<file path="src/rtl/iopriv_walker.sv">
module iopriv_walker #(
  parameter int ADDR_W = 32,
  parameter int OFF_W  = 14
) (
  input  logic              clk,
  input  logic              rst_n,
  input  logic              start,
  input  logic [ADDR_W-1:0] base,
  input  logic [ADDR_W-1:0] limit,
  input  logic [OFF_W-1:0]  first_off,
  input  logic [7:0]        mask_lo,
  input  logic [7:0]        mask_hi,
  input  logic              two_bytes,
  output logic              bm_req,
  output logic [ADDR_W-1:0] bm_addr,
  input  logic              bm_ack,
  input  logic [7:0]        bm_data,
  output logic              busy,
  output logic              done,
  output logic              fault
);

  typedef enum logic {W_IDLE, W_READ} wstate_e;

  wstate_e           st;
  logic [ADDR_W-1:0] base_q, lim_q;
  logic [OFF_W-1:0]  off_q;
  logic [7:0]        mask_q, mask_nxt_q;
  logic              more_q;
  logic [ADDR_W:0]   cur_addr;
  logic              in_range;

  assign cur_addr = {1'b0, base_q} + (ADDR_W + 1)'(off_q);
  assign in_range = cur_addr <= {1'b0, lim_q};
  assign bm_addr  = cur_addr[ADDR_W-1:0];
  assign bm_req   = (st == W_READ) && in_range;
  assign busy     = (st == W_READ);

  always_ff @(posedge clk or negedge rst_n) begin
    if (!rst_n) begin
      st         <= W_IDLE;
      base_q     <= '0;
      lim_q      <= '0;
      off_q      <= '0;
      mask_q     <= '0;
      mask_nxt_q <= '0;
      more_q     <= 1'b0;
      done       <= 1'b0;
      fault      <= 1'b0;
    end else begin
      done  <= 1'b0;
      fault <= 1'b0;
      case (st)
        W_IDLE: begin
          if (start) begin
            base_q     <= base;
            lim_q      <= limit;
            off_q      <= first_off;
            mask_q     <= mask_lo;
            mask_nxt_q <= mask_hi;
            more_q     <= two_bytes;
            st         <= W_READ;
          end
        end
        W_READ: begin
          if (!in_range) begin
            done  <= 1'b1;
            fault <= 1'b1;
            st    <= W_IDLE;
          end else if (bm_ack) begin
            if (|(bm_data & mask_q)) begin
              done  <= 1'b1;
              fault <= 1'b1;
              st    <= W_IDLE;
            end else if (more_q) begin
              off_q  <= off_q + 1'b1;
              mask_q <= mask_nxt_q;
              more_q <= 1'b0;
            end else begin
              done <= 1'b1;
              st   <= W_IDLE;
            end
          end
        end
        default: st <= W_IDLE;
      endcase
    end
  end

  // an unanswered request is held with the same address
  p_req_hold_r9: assert property (@(posedge clk) disable iff (!rst_n)
    bm_req && !bm_ack |=> bm_req && $stable(bm_addr));

  // a request never targets a byte above the sampled limit
  p_no_read_past_limit_r8: assert property (@(posedge clk) disable iff (!rst_n)
    bm_req |-> {1'b0, bm_addr} <= {1'b0, lim_q});

  // a finished walk leaves the walker free
  p_done_idle_r9: assert property (@(posedge clk) disable iff (!rst_n)
    done |-> !busy);

endmodule

</file>
<file path="config.mk">
export PLATFORM = sky130hd
export DESIGN_NAME = iopriv_walker
export DESIGN_NICKNAME = d
export VERILOG_FILES = /design/src/rtl/iopriv_walker.sv
export SDC_FILE = /design/constraint.sdc
export NUM_CORES = 1
export LEC_CHECK = 0
export ABC_AREA = 0
export ABC_CLOCK_PERIOD_IN_PS = 6000
export BUFFER_PORTS_ARGS = -buffer_cell sky130_fd_sc_hd__buf_2
export CORE_ASPECT_RATIO = 0.7
export CORE_MARGIN = 3
export CORE_UTILIZATION = 40
export DETAILED_ROUTE_END_ITERATION = 16
export HOLD_SLACK_MARGIN = 0.08
export PLACE_DENSITY_LB_ADDON = 0.15
export SYNTH_ARGS = -nofsm -noshare
export SYNTH_HDL_FRONTEND = slang
export SYNTH_SLANG_ARGS = --single-unit
</file>
<file path="constraint.sdc">
create_clock -name clk -period 6 [get_ports clk]
set_input_delay 1.5 -clock clk [delete_from_list [all_inputs] [get_ports clk]]
set_output_delay 1.5 -clock clk [all_outputs]
set_load 0.01 [all_outputs]
</file>
* Yosys cells after proc, flatten, opt, wreduce, memory -nomap -nowiden
Cells that the tools add are included.
** Cells by class
- Add/subtract/negate cells :: 2
- $lt $le $gt $ge :: 1
- Equal/unequal tests :: 5
- Multiplexer cells :: 32
- Bitwise gates (word level) :: 2
- Reductions and logical operators :: 5
** Operators with widths (count)
- two-way mux 14 bit :: 5
- two-way mux 8 bit :: 5
- adder 32 x 14 -> 33 bit :: 1
- <= comparator 33 x 32 -> 1 bit :: 1
- one-hot mux 14 bit (2 select lines) :: 1
- two-way mux 1 bit :: 18
- one-hot mux 8 bit (2 select lines) :: 1
- adder 14 x 1 -> 14 bit (second input constant) :: 1
- bitwise AND 8 bit :: 1
- OR reduction 8 bit :: 1
- != test 2 bit (second input constant) :: 3
- AND reduction 5 bit :: 1
- != test 2 x 1 -> 1 bit (second input constant) :: 2
- one-hot mux 1 bit (2 select lines) :: 2
- AND reduction 4 bit :: 1
- AND reduction 2 bit :: 1
- logical AND 1 bit :: 1
- NOT 1 bit :: 1
** Storage, ports and cells
- Register bits after elaboration :: 98
- Input bits :: 107
- Output and inout port bits :: 36
- Logic and storage cells :: 56

* Logic depth before layout (Yosys ltp)
Gate-level depths: netlist (run 1).
- Word-level depth :: 6
- Mapped depth :: 21
- Gate-level depth less buffers :: 20

* Worst setup path before layout (run 1)
Ideal clock, no wire load.
- Path type :: register -> output
- Start :: register off_q[0]
- End :: output bm_req
- Data arrival time :: 4048 ps
- Required time :: 4500 ps
- Slack :: 452 ps
- Stages on the path, launching flop included :: 19
- Buffers on the path :: 1
- Cell sequence :: dfrtp_1 -> ha_1 -> inv_1 -> fa_1 -> nor2b_1 -> o31a_1 -> o21ai_2 -> o31ai_2 -> nand2_1 -> nor2_1 -> nand3_1 -> xnor2_1 -> ha_1 -> nand4_2 -> nor4_2 -> o22ai_1 -> or3_1 -> buf_2 -> and3_1
** Between the ends
- Cells in the longest elaborated chain, start to end :: 3
** Ends and longest elaborated chain
- start: declaration :: line 27 : logic [OFF_W-1:0] off_q;
- start signal: assignment :: line 58 : off_q <= first_off;
- start signal: assignment :: line 76 : off_q <= off_q + 1'b1;
- adder 32 x 14 -> 33 bit :: line 33 : assign cur_addr = {1'b0, base_q} + (ADDR_W + 1)'(off_q);
- net bm_addr[26] :: line 15 : output logic [ADDR_W-1:0] bm_addr,
- <= comparator 33 x 32 -> 1 bit :: line 34 : assign in_range = cur_addr <= {1'b0, lim_q};
- logical AND 1 bit :: line 36 : assign bm_req = (st == W_READ) && in_range;
- end: declaration :: line 14 : output logic bm_req,
The timed path passes the listed nets, and every way through them passes these cells.

* Worst setup path after layout (run 1)
- Start :: register base_q[1]
- End :: output bm_req
** Between the ends
- Cells in the longest elaborated chain, start to end :: 3
** Ends and longest elaborated chain
- start: declaration :: line 26 : logic [ADDR_W-1:0] base_q, lim_q;
- start signal: assignment :: line 56 : base_q <= base;
- adder 32 x 14 -> 33 bit :: line 33
- <= comparator 33 x 32 -> 1 bit :: line 34
- logical AND 1 bit :: line 36
No other way between the ends.

==> results.ini, run 1 <==
[clocking]
cts_buffers=9
cts_tree=done
cts.sinks=98
holdBufCountCts=0
clk_path_buf_depth=2
htree_levels=3
insertion_delay_ns=0.35
clockRootBuffer=clkbuf_16
clk_pin_slew_ns=0.07

[global_routing]
antenna_found_initial=1
first_global_vias=5427
track_usage_pct=22.1
grt_pass1_wl_mm=28.1
grt_max_degree=57
overflow=0

[placement]
pre_cts_ws_ns=0.0341
place_area_mm2=0.00689
portBuffers=142
hpwl_mm=13.6
place.gp.congestion=0.916

[yosys]
async_reset_ff_share_pct=100
synth_edf_count=0
yosys.area.top_type=dfrtp_1
ys_dominant_reg_cell=dfrtp_1
netlist_area_mm2=0.00594
syn_inst=694
ys_top_cells_by_area=dfrtp_1, nand2_1, ha_1, o21ai_0, xnor2_1
synth.top_cell.area_share_pct=41.3
yosysSeqAreaShare_pct=41.3
synth_commonest_cells=nand2_1, dfrtp_1, o21ai_0
synth_most_common_cell=nand2_1
ys_warn_count=0
synth_seq_cells=98
synth.avg_cell_area_um2=8.55
syn-num-nets=849
ys_types=60

[final_layout]
drive_above_1_share_pct=26.2
area_growth_pct=26.2
fin_util_pct=52.6
final_cell_area_mm2=0.00749
final_nets=993
fill_cells=1359

[power_and_ir_drop]
pwr-share-comb_pct=62.9
p_int_w=0.00269
power_switching_w=0.00248
finalPower_w=0.00517
powerDensity_mw_per_mm2=690
p_seq_share_pct=24.7
p_leak_nw=3.76
clock_power_share_pct=12.4
p_sw_share_pct=48.0
ir_drop_uv=281

[run_status]
status=completed

[sta]
setup_viol=0
tightest_slew_ns=0.953
max_freq_mhz=170
hold_viol=0
period_minus_slack_ns=5.87
setup_slack_ns=0.135
finalCritPeriodShare_pct=97.8
skew_ns=0.00513
relSlewSlack_pct=36.3
slew_viol_final=0
fin_tns_setup_ns=0

[worst_setup_path]
crit_type=flop to primary output
critPathMaxFanout=3
worstSetupStartpointType=flop
cp.arrival_ns=4.37
required_ns=4.50
end_kind=primary output

[floorplan]
coreArea_mm2=0.0142
die_area_mm2=0.0164
ioPinCount=143
rows=36
dieWidth_um=152
fp.dieH_um=108
initial_utilization_pct=41.7

[route]
dr.first_iter.drc_count=340
post_drt_wl_per_cell_um=17.3
vias=5501
firstDrtPassIters=5
drc=0
ant_nets=0
via_per_inst=5.32
wl_mm=17.9

[worst_hold_path]
min_path_type=flop to flop

[run]
maxCapViolCount=0

## final timing paths
| path | from | end | slack [ns] | cells past startpoint |
|---|---|---|---|---|
| worst max-delay path | base_q[1]$_DFFE_PN0P_ | bm_req | 0.13 | 19 |
| worst min-delay path | mask_nxt_q[1]$_DFFE_PN0P_ | mask_nxt_q[1]$_DFFE_PN0P_ | 0.48 | 2 |
| worst max register to register | base_q[1]$_DFFE_PN0P_ | off_q[6]$_DFFE_PN0P_ | 0.88 | 21 |
| worst min register to register | mask_nxt_q[1]$_DFFE_PN0P_ | mask_nxt_q[1]$_DFFE_PN0P_ | 0.48 | 2 |
| max in group asynchronous | rst_n | off_q[2]$_DFFE_PN0P_ | 3.70 | 2 |
| min in group asynchronous | rst_n | lim_q[29]$_DFFE_PN0P_ | 1.13 | 1 |
## worst max-delay path, cell delays in order, from the launching register on
cell       delay [ns]
dfrtp_1          0.42
ha_4             0.25
a21o_1           0.17
a21o_1           0.21
a2111oi_4        0.40
nor3_2           0.12
a211oi_2         0.30
buf_4            0.16
nor4b_2          0.04
buf_4            0.16
nand3_2          0.09
xnor2_2          0.07
ha_1             0.30
nand3_2          0.10
nor4_4           0.33
and4_4           0.28
a211oi_2         0.06
a31oi_4          0.18
and3_4           0.25
buf_6            0.11
## flip-flops by register name (all words and copies together) (netlist names)
name        cells
base_q         32
busy            1
done            1
fault           1
lim_q          32
mask_nxt_q      8
mask_q          8
more_q          1
off_q          14
## power groups by stage
| stage | clock network (W) | logic [W] | registers (W) |
|---|---|---|---|
| after global placement | 0 | 0.00291 | 0.00125 |
| after floorplan | 0 | 0.00207 | 0.00117 |
| after detailed placement | 0 | 0.00299 | 0.00126 |
| after global routing | 0.000691 | 0.00363 | 0.00131 |
| final | 0.000641 | 0.00325 | 0.00128 |
| after CTS | 0.000657 | 0.00305 | 0.00125 |
## timing repair
| item | 4_1_cts | 5_1_grt |
|---|---|---|
| buffers inserted | 1 | 5 |
| pin swaps | 1 | 18 |
| gates resized for setup | 9 | 33 |
| hold endpoints to repair | 0 | 0 |
| setup endpoints to repair | 1 | 1 |
## stage by stage
stage	hold slack [ns]	std cells
final	0.479	1034
after global routing	0.507	1033
after CTS	0.485	1028
after detailed placement	0.468	1011
after global placement	0.459	1011
after floorplan	0.445	694
## logic make-up (layout without fill, tap and decap cells)
family	after synthesis	count (layout)	share of synthesized area, %
fa+ha+maj	48	48	10.2
simple gates	301	301	22.7
other cells	0	1	0
mux	11	11	1.85
flops	98	98	41.3
buf+inv	74	223	4.78
xor+xnor	31	31	4.57
compound gates	131	131	14.6
## cell usage in the layout (no fill, tap or decap), types with 4 or more instances in the layout
cell,instances
xor2_1,8
buf_4,15
a22oi_1,5
xnor2_2,4
nand2_1,184
a21o_1,9
nand4_1,13
nor2_1,23
nand3_1,28
inv_1,49
xnor2_1,18
ha_1,43
mux2i_1,11
and2_1,4
nor3_1,5
buf_2,140
a21oi_1,27
clkbuf_16,9
dfrtp_1,97
and3_1,8
o21ai_0,50
## metal layers
metal / track usage (%) / part of all wire [%]
met1: 34.5 / 51
met2: 30.6 / 41
met3: 5.07 / 7.0
met4: 5.77 / 1.6
met5: 0 / 0.050
## area by class of cell
class | instances | area, µm² | share of cell area [%]
sequential | 98 | 2450 | 32.8
multi-input combinational | 522 | 3430 | 45.8
inverter | 49 | 184 | 2.46
clock inverter | 7 | 98.8 | 1.32
antenna | 1 | 2.50 | 0.0334
clock buffer | 9 | 225 | 3.01
tap | 190 | 238 | 3.17
timing repair buffer | 158 | 856 | 11.4
Power figures use the tool's default switching activity.
==> inputs of run 2 (changes only) <==
- CORE_MARGIN: 3 -> 5
==> results.ini, run 2 (synthesized netlist as in run 1, its figures left out) <==
[clocking]
insertion_delay_ns=0.35  ; about the same
clk_pin_slew_ns=0.08  ; was 0.07 ns
cts_tree=done  ; unchanged
clockRootBuffer=clkbuf_16  ; unchanged
holdBufCountCts=0  ; unchanged
cts.sinks=98  ; unchanged
clk_path_buf_depth=2  ; unchanged
htree_levels=3  ; unchanged
cts_buffers=9  ; unchanged

[worst_setup_path]
end_kind=primary output  ; unchanged
cp_num_cells=16  ; was 19
timing.rr.end=off_q[6]$_DFFE_PN0P_  ; unchanged
r2r-start=off_q[1]$_DFFE_PN0P_  ; was base_q[1]$_DFFE_PN0P_
required_ns=4.50  ; about the same
worstSetupStartpointType=flop  ; unchanged
startpoint=off_q[1]$_DFFE_PN0P_  ; was base_q[1]$_DFFE_PN0P_
crit_type=flop to primary output  ; unchanged
crit_buf_inv=1  ; was 3
crit_chain=ha_1 > a21o_1 > a21o_1 > a2111oi_4 > nor3_2 > a211oi_2 > nor2_2 > and3_4 > xor2_1 > ha_1 > nand4_1 > nor4_4 > o22ai_1 > or3_4 > and3_4 > buf_6  ; was ha_4 > a21o_1 > a21o_1 > a2111oi_4 > nor3_2 > a211oi_2 > buf_4 > nor4b_2 > buf_4 > nand3_2 > xnor2_2 > ha_1 > nand3_2 > nor4_4 > and4_4 > a211oi_2 > a31oi_4 > and3_4 > buf_6
crit_slowest_cell=dfrtp_1  ; unchanged
critPathMaxFanout=6  ; was 3
reg2reg_depth=19  ; was 21
critical-path-top-delay-family=simple AND/OR/NAND/NOR gates  ; was compound AO/OA/AOI/OAI gates
r2r_slack_ns=0.88  ; about the same
max_stage_delay_ns=0.39  ; was 0.42 ns
cp.arrival_ns=4.39  ; was 4.37 ns

[worst_hold_path]
hold_depth=2  ; unchanged
min_from=mask_nxt_q[1]$_DFFE_PN0P_  ; unchanged
min_to=mask_nxt_q[1]$_DFFE_PN0P_  ; unchanged
min_path_type=flop to flop  ; unchanged

[sta]
finalCritPeriodShare_pct=98.2  ; was 97.8%
period_minus_slack_ns=5.89  ; was 5.87 ns
slew_viol_final=0  ; unchanged
max_freq_mhz=170  ; about the same
timing.hold.ws_ns=0.485  ; was 0.479 ns
setup_viol=0  ; unchanged
skew_ns=0.00986  ; was 0.00513 ns
fin_tns_setup_ns=0  ; unchanged
relSlewSlack_pct=44.6  ; was 36.3%
hold_viol=0  ; unchanged
tightest_slew_ns=0.831  ; was 0.953 ns

[floorplan]
initial_utilization_pct=40.6  ; was 41.7%
die_area_mm2=0.0174  ; was 0.0164 mm²
dieWidth_um=156  ; was 152 µm
ioPinCount=143  ; unchanged
rows=37  ; was 36
fp.dieH_um=112  ; was 108 µm
coreArea_mm2=0.0146  ; was 0.0142 mm²

[placement]
hpwl_mm=13.6  ; about the same
portBuffers=142  ; unchanged
place_area_mm2=0.00688  ; was 0.00689 mm²
place.gp.congestion=0.903  ; was 0.916

[final_layout]
area_growth_pct=25.1  ; was 26.2%
final_cell_area_mm2=0.00742  ; was 0.00749 mm²
largestRegisters=base_q: 32 flops, lim_q: 32 flops, off_q: 14 flops  ; unchanged
final_common_cell=nand2_1  ; unchanged
final_cell_mix=nand2_1, buf_2, dfrtp_1, o21ai_0, inv_1  ; unchanged
n_antenna_cell=0  ; was 1
final_nets=996  ; was 993
drive_above_1_share_pct=25.3  ; was 26.2%

[power_and_ir_drop]
p_leak_nw=3.75  ; was 3.76 nW
p_int_w=0.00264  ; was 0.00269 W
clock_power_share_pct=12.2  ; was 12.4%
powerDensity_mw_per_mm2=689  ; was 690 mW/mm²
p_seq_share_pct=24.6  ; was 24.7%
p_sw_share_pct=48.5  ; was 48.0%
pwr-share-comb_pct=63.2  ; was 62.9%
power_switching_w=0.00248  ; about the same
finalPower_w=0.00512  ; was 0.00517 W
ir_drop_uv=264  ; was 281 µV

[global_routing]
grt_max_degree=65  ; was 57
grt_pass1_wl_mm=28.1  ; unchanged
overflow=0  ; unchanged
first_global_vias=5422  ; was 5427
track_usage_pct=20.2  ; was 22.1%
antenna_found_initial=0  ; was 1

[route]
wl_mm=17.8  ; was 17.9 mm
via_per_inst=5.20  ; was 5.32
ant_nets=0  ; unchanged
dr.first_iter.drc_count=279  ; was 340
drc=0  ; unchanged
firstDrtPassIters=5  ; unchanged
post_drt_wl_per_cell_um=17.1  ; was 17.3 µm
vias=5414  ; was 5501

[run_status]
status=completed  ; unchanged

[run]
maxCapViolCount=0  ; unchanged

run 2: changes by cell type in the layout (fill, tap and decap cells not counted), sizes merged:
| cell | change |
|---|---|
| clkinvlp | -1 |
| bufinv | -1 |
| diode | -1 |
| inv | +1 |
| buf | +3 |
| clkinv | +1 |
run 2: how the worst max path moves through the flow:
stage	endpoint
5_1_grt	bm_req
4_1_cts	bm_req
3_3_place_gp	bm_req
6_report	bm_req
2_1_floorplan	bm_req
3_5_place_dp	bm_req
run 2: what timing repair did:
item,CTS,global route
setup buffers,0,9
pin swaps,0,19
gates resized for setup,7,26
hold endpoints to repair,0,0
setup endpoints to repair,1,1
run 2: worst register-to-register path: stages, from the launching register on:
cell and delay, ns:
dfrtp_1 0.39, ha_1 0.31, a21o_1 0.18, a21o_1 0.22, a2111oi_4 0.35, nor3_2 0.12
a211oi_2 0.38, nor2_2 0.13, and3_4 0.18, xor2_1 0.16, ha_1 0.29, nand4_1 0.18
nor4_4 0.31, and4_1 0.26, a211oi_2 0.07, a31oi_4 0.16, buf_4 0.19, nand3_4 0.27
o311a_1 0.43, a2111oi_1 0.40
run 2: cell type report:
cell class              count  area (µm²)
clock inverters             7        95.1
inverters                  49         184
flip-flops and latches     98        2450
well taps                 195         244
clock buffers               9         225
fillers                  1419        7200
repair buffers            161         866
multi-input cells         522        3360
run 2: routing by layer:
metal	share of wire [%]	global-route usage, %	vias up
li1	-	-	2678
met1	51	31.4	2563
met2	41	28.3	153
met3	6.0	4.55	20
met4	1.5	4.61	0
met5	0	0	-
run 2: power by group through the flow:
stage	Combinational [W]	Clock [W]	Sequential, W
after global placement	0.00293	0	0.00125
final	0.00323	0.000624	0.00126
after global routing	0.00360	0.000669	0.00130
after detailed placement	0.00300	0	0.00126
after floorplan	0.00207	0	0.00117
after CTS	0.00304	0.000640	0.00125
run 2: stage by stage:
stage / utilization (%) / setup slack (ns) / cells
floorplan: - / 0.452 / 694
global placement: 47.0 / 0.210 / 1016
detailed placement: 47.0 / 0.109 / 1016
CTS: 49.4 / 0.00923 / 1032
global route: 50.8 / -0.0695 / 1041
finish: 50.8 / 0.109 / 1041
==> inputs of run 3 (changes only) <==
- CORE_UTILIZATION: 40 -> 23
- SETUP_SLACK_MARGIN: not set -> 0.5
==> results.ini, run 3 (synthesized netlist as in run 1, its figures left out) <==
[worst_setup_path]
required_ns=4.50  ; about the same
r2r_slack_ns=0.95  ; was 0.88 ns
crit_slowest_cell=dfrtp_1  ; unchanged
end_kind=primary output  ; unchanged
reg2reg_depth=22  ; was 19
cp.arrival_ns=4.28  ; was 4.39 ns
crit_type=flop to primary output  ; unchanged
r2r-start=off_q[1]$_DFFE_PN0P_  ; unchanged
critical-path-top-delay-family=simple AND/OR/NAND/NOR gates  ; unchanged
max_stage_delay_ns=0.39  ; about the same
timing.rr.end=off_q[4]$_DFFE_PN0P_  ; was off_q[6]$_DFFE_PN0P_
crit_chain=ha_1 > a21o_1 > a21o_1 > a2111oi_4 > buf_4 > nor3_4 > buf_4 > nand2b_1 > a21oi_2 > xnor2_2 > ha_1 > nand4_1 > nor4_2 > and4_1 > a211oi_2 > a31oi_4 > and3_4 > buf_6  ; was ha_1 > a21o_1 > a21o_1 > a2111oi_4 > nor3_2 > a211oi_2 > nor2_2 > and3_4 > xor2_1 > ha_1 > nand4_1 > nor4_4 > o22ai_1 > or3_4 > and3_4 > buf_6
worstSetupStartpointType=flop  ; unchanged
critPathMaxFanout=3  ; was 6
crit_buf_inv=3  ; was 1

[worst_hold_path]
min_path_type=flop to flop  ; unchanged
hold_depth=2  ; unchanged
min_from=mask_nxt_q[3]$_DFFE_PN0P_  ; was mask_nxt_q[1]$_DFFE_PN0P_
min_to=mask_nxt_q[3]$_DFFE_PN0P_  ; was mask_nxt_q[1]$_DFFE_PN0P_

[route]
firstDrtPassIters=4  ; was 5
via_per_inst=4.46  ; was 5.20
dr.first_iter.drc_count=227  ; was 279
post_drt_wl_per_cell_um=17.3  ; was 17.1 µm
ant_nets=0  ; unchanged
drc=0  ; unchanged
wl_mm=20.6  ; was 17.8 mm
vias=5292  ; was 5414

[global_routing]
grt_pass1_wl_mm=31.6  ; was 28.1 mm
grt_max_degree=103  ; was 65
overflow=0  ; unchanged
track_usage_pct=14.1  ; was 20.2%
first_global_vias=5311  ; was 5422
antenna_found_initial=1  ; was 0

[clocking]
clk_path_buf_depth=2  ; unchanged
cts_buffers=9  ; unchanged
cts.sinks=98  ; unchanged
clk_pin_slew_ns=0.07  ; was 0.08 ns
cts_tree=done  ; unchanged
clockRootBuffer=clkbuf_16  ; unchanged
htree_levels=3  ; unchanged
holdBufCountCts=0  ; unchanged
insertion_delay_ns=0.36  ; was 0.35 ns

[final_layout]
area_growth_pct=30.5  ; was 25.1%
final_cell_mix=nand2_1, buf_2, dfrtp_1, inv_1, o21ai_0  ; was nand2_1, buf_2, dfrtp_1, o21ai_0, inv_1
final_common_cell=nand2_1  ; unchanged
fin_cells=1186  ; was 1041
seqCellArea_mm2=0.00245  ; about the same
final_nets=1006  ; was 996
final_cell_area_mm2=0.00775  ; was 0.00742 mm²
n_antenna_cell=0  ; unchanged
drive_above_1_share_pct=26.9  ; was 25.3%
fill_cells=2792  ; was 1419
multi_input_area_mm2=0.00344  ; was 0.00336 mm²
fin_util_pct=30.3  ; was 50.8%
largestRegisters=base_q: 32 flops, lim_q: 32 flops, off_q: 14 flops  ; unchanged

[sta]
period_minus_slack_ns=5.78  ; was 5.89 ns
fin_tns_setup_ns=0  ; unchanged
hold_viol=0  ; unchanged
slew_viol_final=0  ; unchanged
relSlewSlack_pct=39.5  ; was 44.6%
setup_viol=0  ; unchanged
skew_ns=0.00879  ; was 0.00986 ns
tightest_slew_ns=0.908  ; was 0.831 ns
finalCritPeriodShare_pct=96.3  ; was 98.2%
grt_setup_unrepaired=yes
max_freq_mhz=173  ; was 170 MHz

[placement]
place_area_mm2=0.00716  ; was 0.00688 mm²
hpwl_mm=15.9  ; was 13.6 mm
dp.cells=1164  ; was 1016
place.gp.congestion=0.792  ; was 0.903
portBuffers=142  ; unchanged

[power_and_ir_drop]
pwr-share-comb_pct=65.1  ; was 63.2%
p_leak_nw=3.81  ; was 3.75 nW
p_sw_share_pct=47.8  ; was 48.5%
powerDensity_mw_per_mm2=694  ; was 689 mW/mm²
power_switching_w=0.00257  ; was 0.00248 W
ir_drop_uv=255  ; was 264 µV
p_int_w=0.00281  ; was 0.00264 W
p_seq_share_pct=23.2  ; was 24.6%
finalPower_w=0.00538  ; was 0.00512 W
clock_power_share_pct=11.8  ; was 12.2%

[floorplan]
die_area_mm2=0.0292  ; was 0.0174 mm²
ioPinCount=143  ; unchanged
rows=49  ; was 37
dieWidth_um=202  ; was 156 µm
coreArea_mm2=0.0256  ; was 0.0146 mm²
initial_utilization_pct=23.2  ; was 40.6%
fp.dieH_um=144  ; was 112 µm

[run]
maxCapViolCount=0  ; unchanged

[run_status]
status=completed  ; unchanged

[run 3: cell types whose count changed in the layout (fill, tap and decap cells not counted), sizes merged]
cell,delta
inv,-4
buf,+10
clkinvlp,+2
clkinv,-1
bufinv,+1
clkbuf,+1
[run 3: metal layers]
layer	global-route usage (%)	wire [µm]
met1	22.6	11400
met2	18.7	7820
met3	3.61	1170
met4	2.37	150
met5	0	7
[run 3: area by class of cell]
type | count | share of cell area [%]
Timing Repair Buffer | 171 | 12.3
Sequential cell | 98 | 31.7
Tap cell | 331 | 5.35
Inverter | 49 | 2.37
Multi-Input combinational cell | 522 | 44.4
Clock buffer | 10 | 2.96
Clock inverter | 5 | 1.03
[run 3: worst max-delay path by stage]
stage | from | endpoint | cells after the start
3_5_place_dp | base_q[1]$_DFFE_PN0P_ | bm_req | 19
4_1_cts | off_q[1]$_DFFE_PN0P_ | bm_req | 18
5_1_grt | off_q[1]$_DFFE_PN0P_ | bm_req | 18
6_report | off_q[1]$_DFFE_PN0P_ | bm_req | 18
2_1_floorplan | off_q[0]$_DFFE_PN0P_ | bm_req | 18
3_3_place_gp | base_q[1]$_DFFE_PN0P_ | bm_req | 18
[run 3: power groups by stage]
stage | Sequential, W | Clock, W | Combinational, W
4_1_cts | 0.00124 | 0.000656 | 0.00334
2_1_floorplan | 0.00117 | 0 | 0.00208
6_report | 0.00125 | 0.000633 | 0.00350
3_3_place_gp | 0.00125 | 0 | 0.00324
5_1_grt | 0.00129 | 0.000677 | 0.00392
3_5_place_dp | 0.00125 | 0 | 0.00321
[run 3: metrics by stage]
stage / hold slack [ns] / setup WS, ns
6_report: 0.476 / 0.221
5_1_grt: 0.498 / -0.0303
4_1_cts: 0.479 / 0.119
3_5_place_dp: 0.463 / 0.182
3_3_place_gp: 0.466 / 0.188
2_1_floorplan: 0.445 / 0.562
[run 3: what timing repair did]
item / 4_1_cts / 5_1_grt
pin swaps: 14 / 20
gates resized for setup: 15 / 27
gates cloned: 0 / 0
setup buffers: 3 / 4
setup endpoints to repair: 1 / 1
[run 3: worst min-delay path, delay by kind of cell, from the launching register on]
| kind | cells | cell delay [ns] |
|---|---|---|
| flops | 1 | 0.34 |
| simple gates | 2 | 0.10 |
